===== src/rtl/abg_pkg.sv =====
package abg_pkg;
  localparam int unsigned INT_AW  = 16;
  localparam int unsigned BANK_W  = 8;
  localparam int unsigned MODE_W  = 3;

  typedef enum logic [MODE_W-1:0] {
    M_FETCH  = 3'd0,
    M_DIRECT = 3'd1,
    M_INDIR  = 3'd2,
    M_POP    = 3'd3,
    M_PUSH   = 3'd4,
    M_PEEK   = 3'd5
  } mode_e;
endpackage


===== src/rtl/abg_bank_reg.sv =====
module abg_bank_reg #(
  parameter int unsigned W = 8
) (
  input  logic         clk,
  input  logic         rst_n,
  input  logic         ld,
  input  logic [W-1:0] din,
  output logic [W-1:0] q
);
  always_ff @(posedge clk) begin
    if (!rst_n) q <= '0;
    else if (ld) q <= din;
  end
endmodule


===== src/rtl/abg_fwd.sv =====
module abg_fwd #(
  parameter int unsigned W = 16
) (
  input  logic         pend,
  input  logic [W-1:0] pend_val,
  input  logic [W-1:0] reg_val,
  output logic [W-1:0] eff
);
  // A strobe still being applied means reg_val is one update behind.
  assign eff = pend ? pend_val : reg_val;
endmodule


===== src/rtl/abg_src_sel.sv =====
module abg_src_sel
  import abg_pkg::*;
#(
  parameter int unsigned AW = 16
) (
  input  logic [MODE_W-1:0] mode,
  input  logic              ptr_sel,
  input  logic [AW-1:0]     pc_eff,
  input  logic [AW-1:0]     sp_eff,
  input  logic [AW-1:0]     x_val,
  input  logic [AW-1:0]     y_val,
  input  logic [AW-1:0]     opnd,
  output logic [AW-1:0]     int_addr,
  output logic              pc_upd,
  output logic [AW-1:0]     pc_new,
  output logic              sp_upd,
  output logic [AW-1:0]     sp_new
);
  logic [AW-1:0] sp_inc;
  logic [AW-1:0] sp_dec;

  assign sp_inc = sp_eff + AW'(1);
  assign sp_dec = sp_eff - AW'(1);
  assign pc_new = pc_eff + AW'(1);

  always_comb begin
    int_addr = opnd;
    pc_upd   = 1'b0;
    sp_upd   = 1'b0;
    sp_new   = sp_eff;
    case (mode)
      M_FETCH: begin
        int_addr = pc_eff;
        pc_upd   = 1'b1;
      end
      M_DIRECT: int_addr = opnd;
      M_INDIR:  int_addr = ptr_sel ? y_val : x_val;
      M_POP: begin
        int_addr = sp_eff;
        sp_upd   = 1'b1;
        sp_new   = sp_dec;
      end
      M_PUSH: begin
        int_addr = sp_inc;
        sp_upd   = 1'b1;
        sp_new   = sp_inc;
      end
      M_PEEK:  int_addr = sp_eff;
      default: int_addr = opnd;
    endcase
  end
endmodule


===== src/rtl/abg_out_stage.sv =====
module abg_out_stage #(
  parameter int unsigned AW = 16,
  parameter int unsigned EW = 24
) (
  input  logic          clk,
  input  logic          rst_n,
  input  logic          in_valid,
  output logic          in_ready,
  input  logic [EW-1:0] in_addr,
  input  logic          in_pc_upd,
  input  logic [AW-1:0] in_pc_new,
  input  logic          in_sp_upd,
  input  logic [AW-1:0] in_sp_new,
  output logic          out_valid,
  input  logic          out_ready,
  output logic [EW-1:0] out_addr,
  output logic          pc_we,
  output logic [AW-1:0] pc_next,
  output logic          sp_we,
  output logic [AW-1:0] sp_next
);
  logic take;

  assign in_ready = !out_valid || out_ready;
  assign take     = in_valid && in_ready;

  always_ff @(posedge clk) begin
    if (!rst_n) begin
      out_valid <= 1'b0;
      out_addr  <= '0;
      pc_we     <= 1'b0;
      pc_next   <= '0;
      sp_we     <= 1'b0;
      sp_next   <= '0;
    end else begin
      pc_we <= take && in_pc_upd;
      sp_we <= take && in_sp_upd;
      if (take) begin
        out_valid <= 1'b1;
        out_addr  <= in_addr;
        if (in_pc_upd) pc_next <= in_pc_new;
        if (in_sp_upd) sp_next <= in_sp_new;
      end else if (out_ready) begin
        out_valid <= 1'b0;
      end
    end
  end
endmodule


===== src/rtl/bank_addr_gen.sv =====
module bank_addr_gen
  import abg_pkg::*;
#(
  parameter int unsigned AW = INT_AW,
  parameter int unsigned BW = BANK_W
) (
  input  logic              clk,
  input  logic              rst_n,
  input  logic              req_valid,
  output logic              req_ready,
  input  logic [MODE_W-1:0] req_mode,
  input  logic              req_ptr_sel,
  input  logic [AW-1:0]     pc_in,
  input  logic [AW-1:0]     sp_in,
  input  logic [AW-1:0]     x_in,
  input  logic [AW-1:0]     y_in,
  input  logic [AW-1:0]     opnd_in,
  input  logic              bank_ld,
  input  logic [BW-1:0]     bank_din,
  output logic              addr_valid,
  input  logic              addr_ready,
  output logic [AW+BW-1:0]  addr_out,
  output logic              pc_we,
  output logic [AW-1:0]     pc_next,
  output logic              sp_we,
  output logic [AW-1:0]     sp_next
);
  localparam int unsigned EW = AW + BW;

  logic [BW-1:0] bank_q;
  logic [AW-1:0] pc_eff, sp_eff, int_addr, pc_new, sp_new;
  logic          pc_upd, sp_upd;
  logic [EW-1:0] ext_addr;

  abg_bank_reg #(.W(BW)) u_bank (
    .clk(clk), .rst_n(rst_n), .ld(bank_ld), .din(bank_din), .q(bank_q)
  );

  abg_fwd #(.W(AW)) u_fwd_pc (
    .pend(pc_we), .pend_val(pc_next), .reg_val(pc_in), .eff(pc_eff)
  );

  abg_fwd #(.W(AW)) u_fwd_sp (
    .pend(sp_we), .pend_val(sp_next), .reg_val(sp_in), .eff(sp_eff)
  );

  abg_src_sel #(.AW(AW)) u_sel (
    .mode(req_mode), .ptr_sel(req_ptr_sel),
    .pc_eff(pc_eff), .sp_eff(sp_eff),
    .x_val(x_in), .y_val(y_in), .opnd(opnd_in),
    .int_addr(int_addr),
    .pc_upd(pc_upd), .pc_new(pc_new),
    .sp_upd(sp_upd), .sp_new(sp_new)
  );

  assign ext_addr = {bank_q, int_addr};

  abg_out_stage #(.AW(AW), .EW(EW)) u_out (
    .clk(clk), .rst_n(rst_n),
    .in_valid(req_valid), .in_ready(req_ready), .in_addr(ext_addr),
    .in_pc_upd(pc_upd), .in_pc_new(pc_new),
    .in_sp_upd(sp_upd), .in_sp_new(sp_new),
    .out_valid(addr_valid), .out_ready(addr_ready), .out_addr(addr_out),
    .pc_we(pc_we), .pc_next(pc_next),
    .sp_we(sp_we), .sp_next(sp_next)
  );
endmodule


===== config.mk =====
export PLATFORM = sky130hd
export DESIGN_NAME = bank_addr_gen
export DESIGN_NICKNAME = d
export VERILOG_FILES = /design/src/rtl/abg_pkg.sv /design/src/rtl/abg_bank_reg.sv /design/src/rtl/abg_fwd.sv /design/src/rtl/abg_src_sel.sv /design/src/rtl/abg_out_stage.sv /design/src/rtl/bank_addr_gen.sv
export SDC_FILE = /design/constraint.sdc
export NUM_CORES = 1
export LEC_CHECK = 0
export BUFFER_PORTS_ARGS = -buffer_cell sky130_fd_sc_hd__clkbuf_2
export CAP_MARGIN = 30
export CORE_MARGIN = 2
export CORE_UTILIZATION = 53
export DETAILED_ROUTE_END_ITERATION = 10
export GPL_ROUTABILITY_DRIVEN = 0
export GPL_TIMING_DRIVEN = 0
export MAX_ROUTING_LAYER = met4
export PLACE_DENSITY = 0.82
export SYNTH_ARGS = -nofsm -noshare
export SYNTH_HDL_FRONTEND = slang
export SYNTH_HIERARCHICAL = 1
export SYNTH_SLANG_ARGS = --single-unit

===== constraint.sdc =====
create_clock -name clk -period 3.2 [get_ports clk]
set_clock_uncertainty 0.2 [all_clocks]
set_input_delay 0.64 -clock clk [delete_from_list [all_inputs] [get_ports clk]]
set_output_delay 0.64 -clock clk [all_outputs]
set_load 0.05 [all_outputs]

## After elaboration in Yosys (flattened, before gate mapping)

Index checks and enable logic that the tools add are counted.

- Register bits: 67
- Output and inout bits: 60
- Latch bits: 0
- Memories kept: 0
- Bits in writable memories: 0
- ROM bits: 0

- Multipliers: 0
- Equal/unequal tests: 4
- Order comparisons: 0
- Divide/modulo/power cells: 0
- Shift-type cells: 0
- Reduce and logical (&&, ||, !) cells: 11
- Bitwise logic cells: 0
- Multiplexer cells: 9
- $add $sub $neg: 3

Operator list:

| cell | count |
|---|---|
| $pmux 16 s4 | 1 |
| $mux 16 | 3 |
| $add 16x1->16 const B | 2 |
| $pmux 16 s2 | 1 |
| $sub 16x1->16 const B | 1 |
| $eq 3x2->1 const B | 2 |
| $eq 3x3->1 const B | 2 |
| $mux 1 | 4 |
| $reduce_and 2->1 | 2 |
| $reduce_or 2->1 | 2 |
| $logic_and 1x1->1 | 3 |
| $logic_not 3->1 | 1 |
| $reduce_bool 2->1 | 1 |
| $logic_not 1->1 | 1 |
| $logic_or 1x1->1 | 1 |

## Longest topological paths before layout

- Depth in word-level cells: 4
- Depth in mapped cells: 11
- Gate-level depth less buffers: 9

## Hierarchy

The synthesis kept the hierarchy.

By module, submodules not included:

| module | instances | area each (µm²) | cells an instance |
|---|---|---|---|
| abg_out_stage | 1 | 2412.3 | 256 |
| abg_src_sel | 1 | 1973.1 | 296 |
| abg_fwd | 2 | 249.0 | 18 |
| abg_bank_reg | 1 | 301.5 | 25 |

## Worst setup path before layout

Ideal clock, no wire load.

- Path type: reg2reg
- From: register u_out.sp_we
- To: register u_out.sp_next[13]
- Data arrival time: 2602 ps
- Setup slack: 327 ps
- Setup time: 72 ps
- Data required time: 2928 ps
- Stages on the path, launching flop included: 11
- Path through: dfxtp_1 buf_6 buf_12 mux2_4 buf_2 nor4_1 nand4_1 o32a_1 o22ai_1 nand2_1 mux2i_1

- Longest elaborated chain between the ends: 3
- Elaborated cells on any way between the ends: 4
- Those cells by class: add/sub: 2; mux: 2

RTL lines:

| item | line | RTL |
|---|---|---|
| from (decl) | abg_out_stage.sv:19 | `output logic sp_we,` |
| from (signal assigned) | abg_out_stage.sv:37 | `sp_we <= take && in_sp_upd;` |
| $mux 16 (*) | abg_fwd.sv:10 | `assign eff = pend ? pend_val : reg_val;` |
| via sp_eff[6] | bank_addr_gen.sv:31 | `logic [AW-1:0] pc_eff, sp_eff, int_addr, pc_new, sp_new;` |
| $add 16x1->16 or $sub 16x1->16 (tied branches) | abg_src_sel.sv:22, abg_src_sel.sv:23 |  |
| $pmux 16 s2 (*) | abg_src_sel.sv:31 | `case (mode)` |
| via sp_new[13] | bank_addr_gen.sv:31 |  |
| to (signal assigned) | abg_out_stage.sv:42 | `if (in_sp_upd) sp_next <= in_sp_new;` |
| to (decl) | abg_out_stage.sv:20 | `output logic [AW-1:0] sp_next` |

Mark *: on every way through the listed nets, which the timed path passes. The rest lies on a longest branch.
A chain may end at the register's enable or synchronous reset.

## Final worst setup path

Ends and elaborated chain as after synthesis.

==> run summary <==
The worst hold path cell count came out at 2. The cell area after synthesis came out at 5185 sq um. The final period utilization is 91.19%. The most frequent standard cell in the layout excluding fill and tap cells is sky130_fd_sc_hd__clkbuf_2.

The net count of the finished layout came out at 877. Among all stages on the critical path, the largest delay is contributed by sky130_fd_sc_hd__nor4_1. The placed instance area is 6117 sq um.

The count of nets left with antenna violations once routing finished came out at 0. The internal power of the cells totals 1.587 mW. Grouping stages by cell kind, the critical path spends the most delay in simple AND/OR/NAND/NOR gates. The antenna cell count came out at 0. The final sum of negative setup slack is 0 ns. The Yosys warning count is 6. Measured along the x axis, the die boundary spans 102.9 um. Sorting the synthesized cells by area gives the leading types as sky130_fd_sc_hd__dfxtp_1 (26%), sky130_fd_sc_hd__mux2i_1 (16%), sky130_fd_sc_hd__nand2_1 (9.8%). The layout cell share with drive strength beyond 1 came out at 32.27%.

The overall routing resource usage came out at 30.34%. The longest clock path from root to sink contains 2 buffers. The synthesized flop and latch total is 67. Derived from the worst setup path, the maximum achievable clock frequency is 0.3427 GHz. The worst slack at placement is 0.3205 ns. For hold timing, the worst endpoint is u_out/out_addr[23]. Setup repair after global routing left no endpoint under its margin. Yosys mapped a number of flops with a built-in enable equal to 0. The total nets after synthesis is 713.

The number of filler cells placed in the layout came out at 839. The wire length per cell after detailed routing is 17.47 um. Measured along the y axis, the die boundary spans 102.9 um.

Pin placement for this block handled 157 I/O pins. Clock-pin slew was measured on the worst setup and hold paths at 0.07 ns. The number of antenna violations at the first check in global routing was 0.

After routing the design area is 6332 sq um. The transition time at the pin with the least slew margin came out at 0.7137 ns. The count of H-tree levels built during CTS is 3. The post-detailed-routing wire length is 15.97 mm. The largest total area in the synthesized netlist belongs to sky130_fd_sc_hd__dfxtp_1. The insertion delay of the later-clocked pin in the worst-skew pair came out at 0.36 ns. The startpoint identified for the worst hold timing path is u_bank/q[7]. The count of placed standard cells in the final layout, fillers left out is 914. The first detailed-routing pass ran for 6 iterations. The largest vdd supply drop is 0.2535 mV. The power per unit of standard cell area came out at 375.7 nW/um^2. The detail-routed via count per cell came out at 5.865. For this run, the slowest stage of the critical path takes 0.57 ns.

The final-report max-slew violation count came out at 0. The count of buffers added on input and output ports is 153. The internal reg-to-reg setup slack came out at 0.28 ns. In the routed design, unresolved DRC markers number 0.

The half-perimeter wire length of the detailed placement result came out at 12.54 mm. The cell count after synthesis is 613. The cell count of the worst reg-to-reg path came out at 10. The tightest min-delay check is of the flip-flop to flip-flop type. The post-CTS setup buffer count is 0. The area fraction of the dominant cell type after synthesis came out at 25.87%.

The number of global-route vias before repair is 4904. The max capacitance violation total is 0. The kind of critical path is flip-flop to flip-flop. The post-synthesis to final-layout area growth came out at 22.13%. The clock network fraction of total power is 33.6%. The total CTS buffers came out at 9. In this run, post-CTS hold repair placed 0 buffers. The destination of the worst register-to-register timing path is u_out/sp_next[13]. The type of destination of the critical path is a flip-flop. Entering global routing, the biggest net connects 12 pins. The number of placement rows came out at 36. In this run, placement finished with an instance count of 899.

The proportion of power drawn by combinational gates is 28.6%. The floorplan step defined a core boundary enclosing 9639 sq um. The mean instance size in the synthesized netlist is 8.458 sq um. The worst register-to-register path begins at u_out/sp_we.

The largest fanout of any net on the critical path is 10. The final number of hold-violating endpoints is 0. The post-cts gate resize count is 0. The count of routing violations after the opening detailed-route iteration came out at 547.

The buffers plus inverters on the worst setup path came out at 3. The part of the Yosys area used for sequential elements came out at 25.87%. Traced cell by cell, the critical path runs through buf_6, buf_12, mux2_4, buf_2, nor4_1, nand4_1, o32a_1, o22ai_1, nand2_1, mux2i_1. Summed over all cells, the static leakage comes to 2.833 nW.

The first global-routing pass estimated 24.21 mm of wire. The proportion of register bits with asynchronous set or reset after synthesis came out at 0%. The worst pin sits at a relative slew slack of 52.21%.

The sequential share of power came out at 37.8%. The number of sinks on the clock net is 67. Counting distinct cell types in the post-synthesis netlist gives 59. The initial standard-cell utilization of the core is 53.79%. The setup slack after layout is 0.2819 ns. The die area came out at 10590 sq um.

The type of origin of the critical path is a flip-flop. The cell sitting at the root of the clock tree is a sky130_fd_sc_hd__clkbuf_8. The endpoint arrival time on the critical path is 3.00 ns. The time the worst path needs with I/O delays and setup is 2.918 ns. The sum of overflow across all layers after global routing is 0. The switching power summed over all nets is 0.7925 mW. Among all flip-flop cells after synthesis, the most frequent one is sky130_fd_sc_hd__dfxtp_1. The switching power share of the total is 33.31%.

The via count of the routed design came out at 5361. The library cells used most frequently in the layout, excluding fill and tap cells, are sky130_fd_sc_hd__clkbuf_2 (153), sky130_fd_sc_hd__nand2_1 (135), sky130_fd_sc_hd__mux2i_1 (82). The run finished with clean final reports. The count of final setup violators is 0. The TritonCTS clock tree is built. The design draws 2.379 mW.

The worst endpoint required time came out at 3.29 ns.
==> worst min-delay path, delay by kind of cell, from the launching register on <==
kind / cells / cell delay, ns
and+or+nand+nor: 1 / 0.05
muxes: 1 / 0.06
DFF: 1 / 0.31
==> kinds of logic (layout without fill, tap and decap cells) <==
family	count (synthesis)	count (layout)	share of synthesized area [%]
adders and majority gates	3	3	0.7240
AOI/OAI and AO/OA	90	90	11.85
xor gates and xnor gates	33	33	5.574
buffers and inverters	60	228	7.674
muxes	120	120	25.53
and+or+nand+nor	240	240	22.78
DFF	67	67	25.87
==> worst max-delay path by stage <==
stage	slack, ns	cells past startpoint	to	start
floorplan	0.33	10	u_out/sp_next[13]	u_out/sp_we
global placement	0.39	9	u_out/pc_next[12]	req_mode[1]
detailed placement	0.32	9	u_out/sp_next[13]	sp_in[6]
CTS	0.34	10	u_out/sp_next[13]	u_out/sp_we
global route	0.12	10	u_out/sp_next[13]	u_out/sp_we
finish	0.28	10	u_out/sp_next[13]	u_out/sp_we
==> through the flow <==
stage          utilization, %  hold slack [ns]
5_1_grt                 65.69           0.2860
2_1_floorplan               -           0.2374
6_report                65.69           0.2615
4_1_cts                 65.69           0.2652
3_5_place_dp            63.46           0.2535
3_3_place_gp            63.46           0.2456
==> layer usage <==
layer | GRT usage (%) | wire length (um) | up-vias
li1 | - | - | 2495
met1 | 37.44 | 6475 | 2436
met2 | 47.60 | 7256 | 368
met3 | 5.627 | 1629 | 62
met4 | 14.98 | 610 | 0
met5 | - | 0 | -
==> state kept, by name (all words and copies together), names as in the netlist <==
signal / flops
u_out/out_valid: 1
u_bank/q: 8
u_out/sp_we: 1
u_out/out_addr: 24
u_out/sp_next: 16
u_out/pc_next: 16
u_out/pc_we: 1
==> Yosys cell counts (4+ instances only) <==
master	number
sky130_fd_sc_hd__nand4_1	9
sky130_fd_sc_hd__and2_1	6
sky130_fd_sc_hd__mux2_4	20
sky130_fd_sc_hd__nor3_1	5
sky130_fd_sc_hd__nor2b_1	14
sky130_fd_sc_hd__a21oi_1	9
sky130_fd_sc_hd__o22ai_1	6
sky130_fd_sc_hd__mux2_2	18
sky130_fd_sc_hd__dfxtp_1	67
sky130_fd_sc_hd__nor2_1	16
sky130_fd_sc_hd__buf_2	22
sky130_fd_sc_hd__nand2b_1	4
sky130_fd_sc_hd__a221oi_1	7
sky130_fd_sc_hd__nand3_1	16
sky130_fd_sc_hd__xnor2_1	18
sky130_fd_sc_hd__clkbuf_1	14
sky130_fd_sc_hd__mux2i_1	82
sky130_fd_sc_hd__and4_1	5
sky130_fd_sc_hd__inv_1	7
sky130_fd_sc_hd__a31oi_1	5
sky130_fd_sc_hd__buf_12	5
sky130_fd_sc_hd__buf_6	8
sky130_fd_sc_hd__nand2_1	135
sky130_fd_sc_hd__xor2_1	15
sky130_fd_sc_hd__o211ai_1	9
sky130_fd_sc_hd__o21ai_0	22
sky130_fd_sc_hd__a22oi_1	4
sky130_fd_sc_hd__and3_1	8
sky130_fd_sc_hd__o21a_1	9
==> area by class of cell <==
type / count / area [sq um] / share of cell area [%]
Tap cell: 133 / 166.4 / 2.628
Buffer: 52 / 367.9 / 5.809
Clock buffer: 11 / 141.4 / 2.233
Timing Repair Buffer: 153 / 765.7 / 12.09
Sequential cell: 67 / 1341 / 21.18
Multi-Input combinational cell: 486 / 3446 / 54.42
Clock inverter: 4 / 73.82 / 1.166
Inverter: 8 / 30.03 / 0.4742
==> power groups by stage <==
stage          logic, mW  registers, mW  clock network, mW
2_1_floorplan      0.356           1.03                  0
3_3_place_gp       0.652          0.916                  0
3_5_place_dp       0.664          0.918                  0
4_1_cts            0.668          0.899              0.808
5_1_grt            0.722          0.903              0.850
6_report           0.680          0.899              0.801
(Power assumes the default switching activity.)
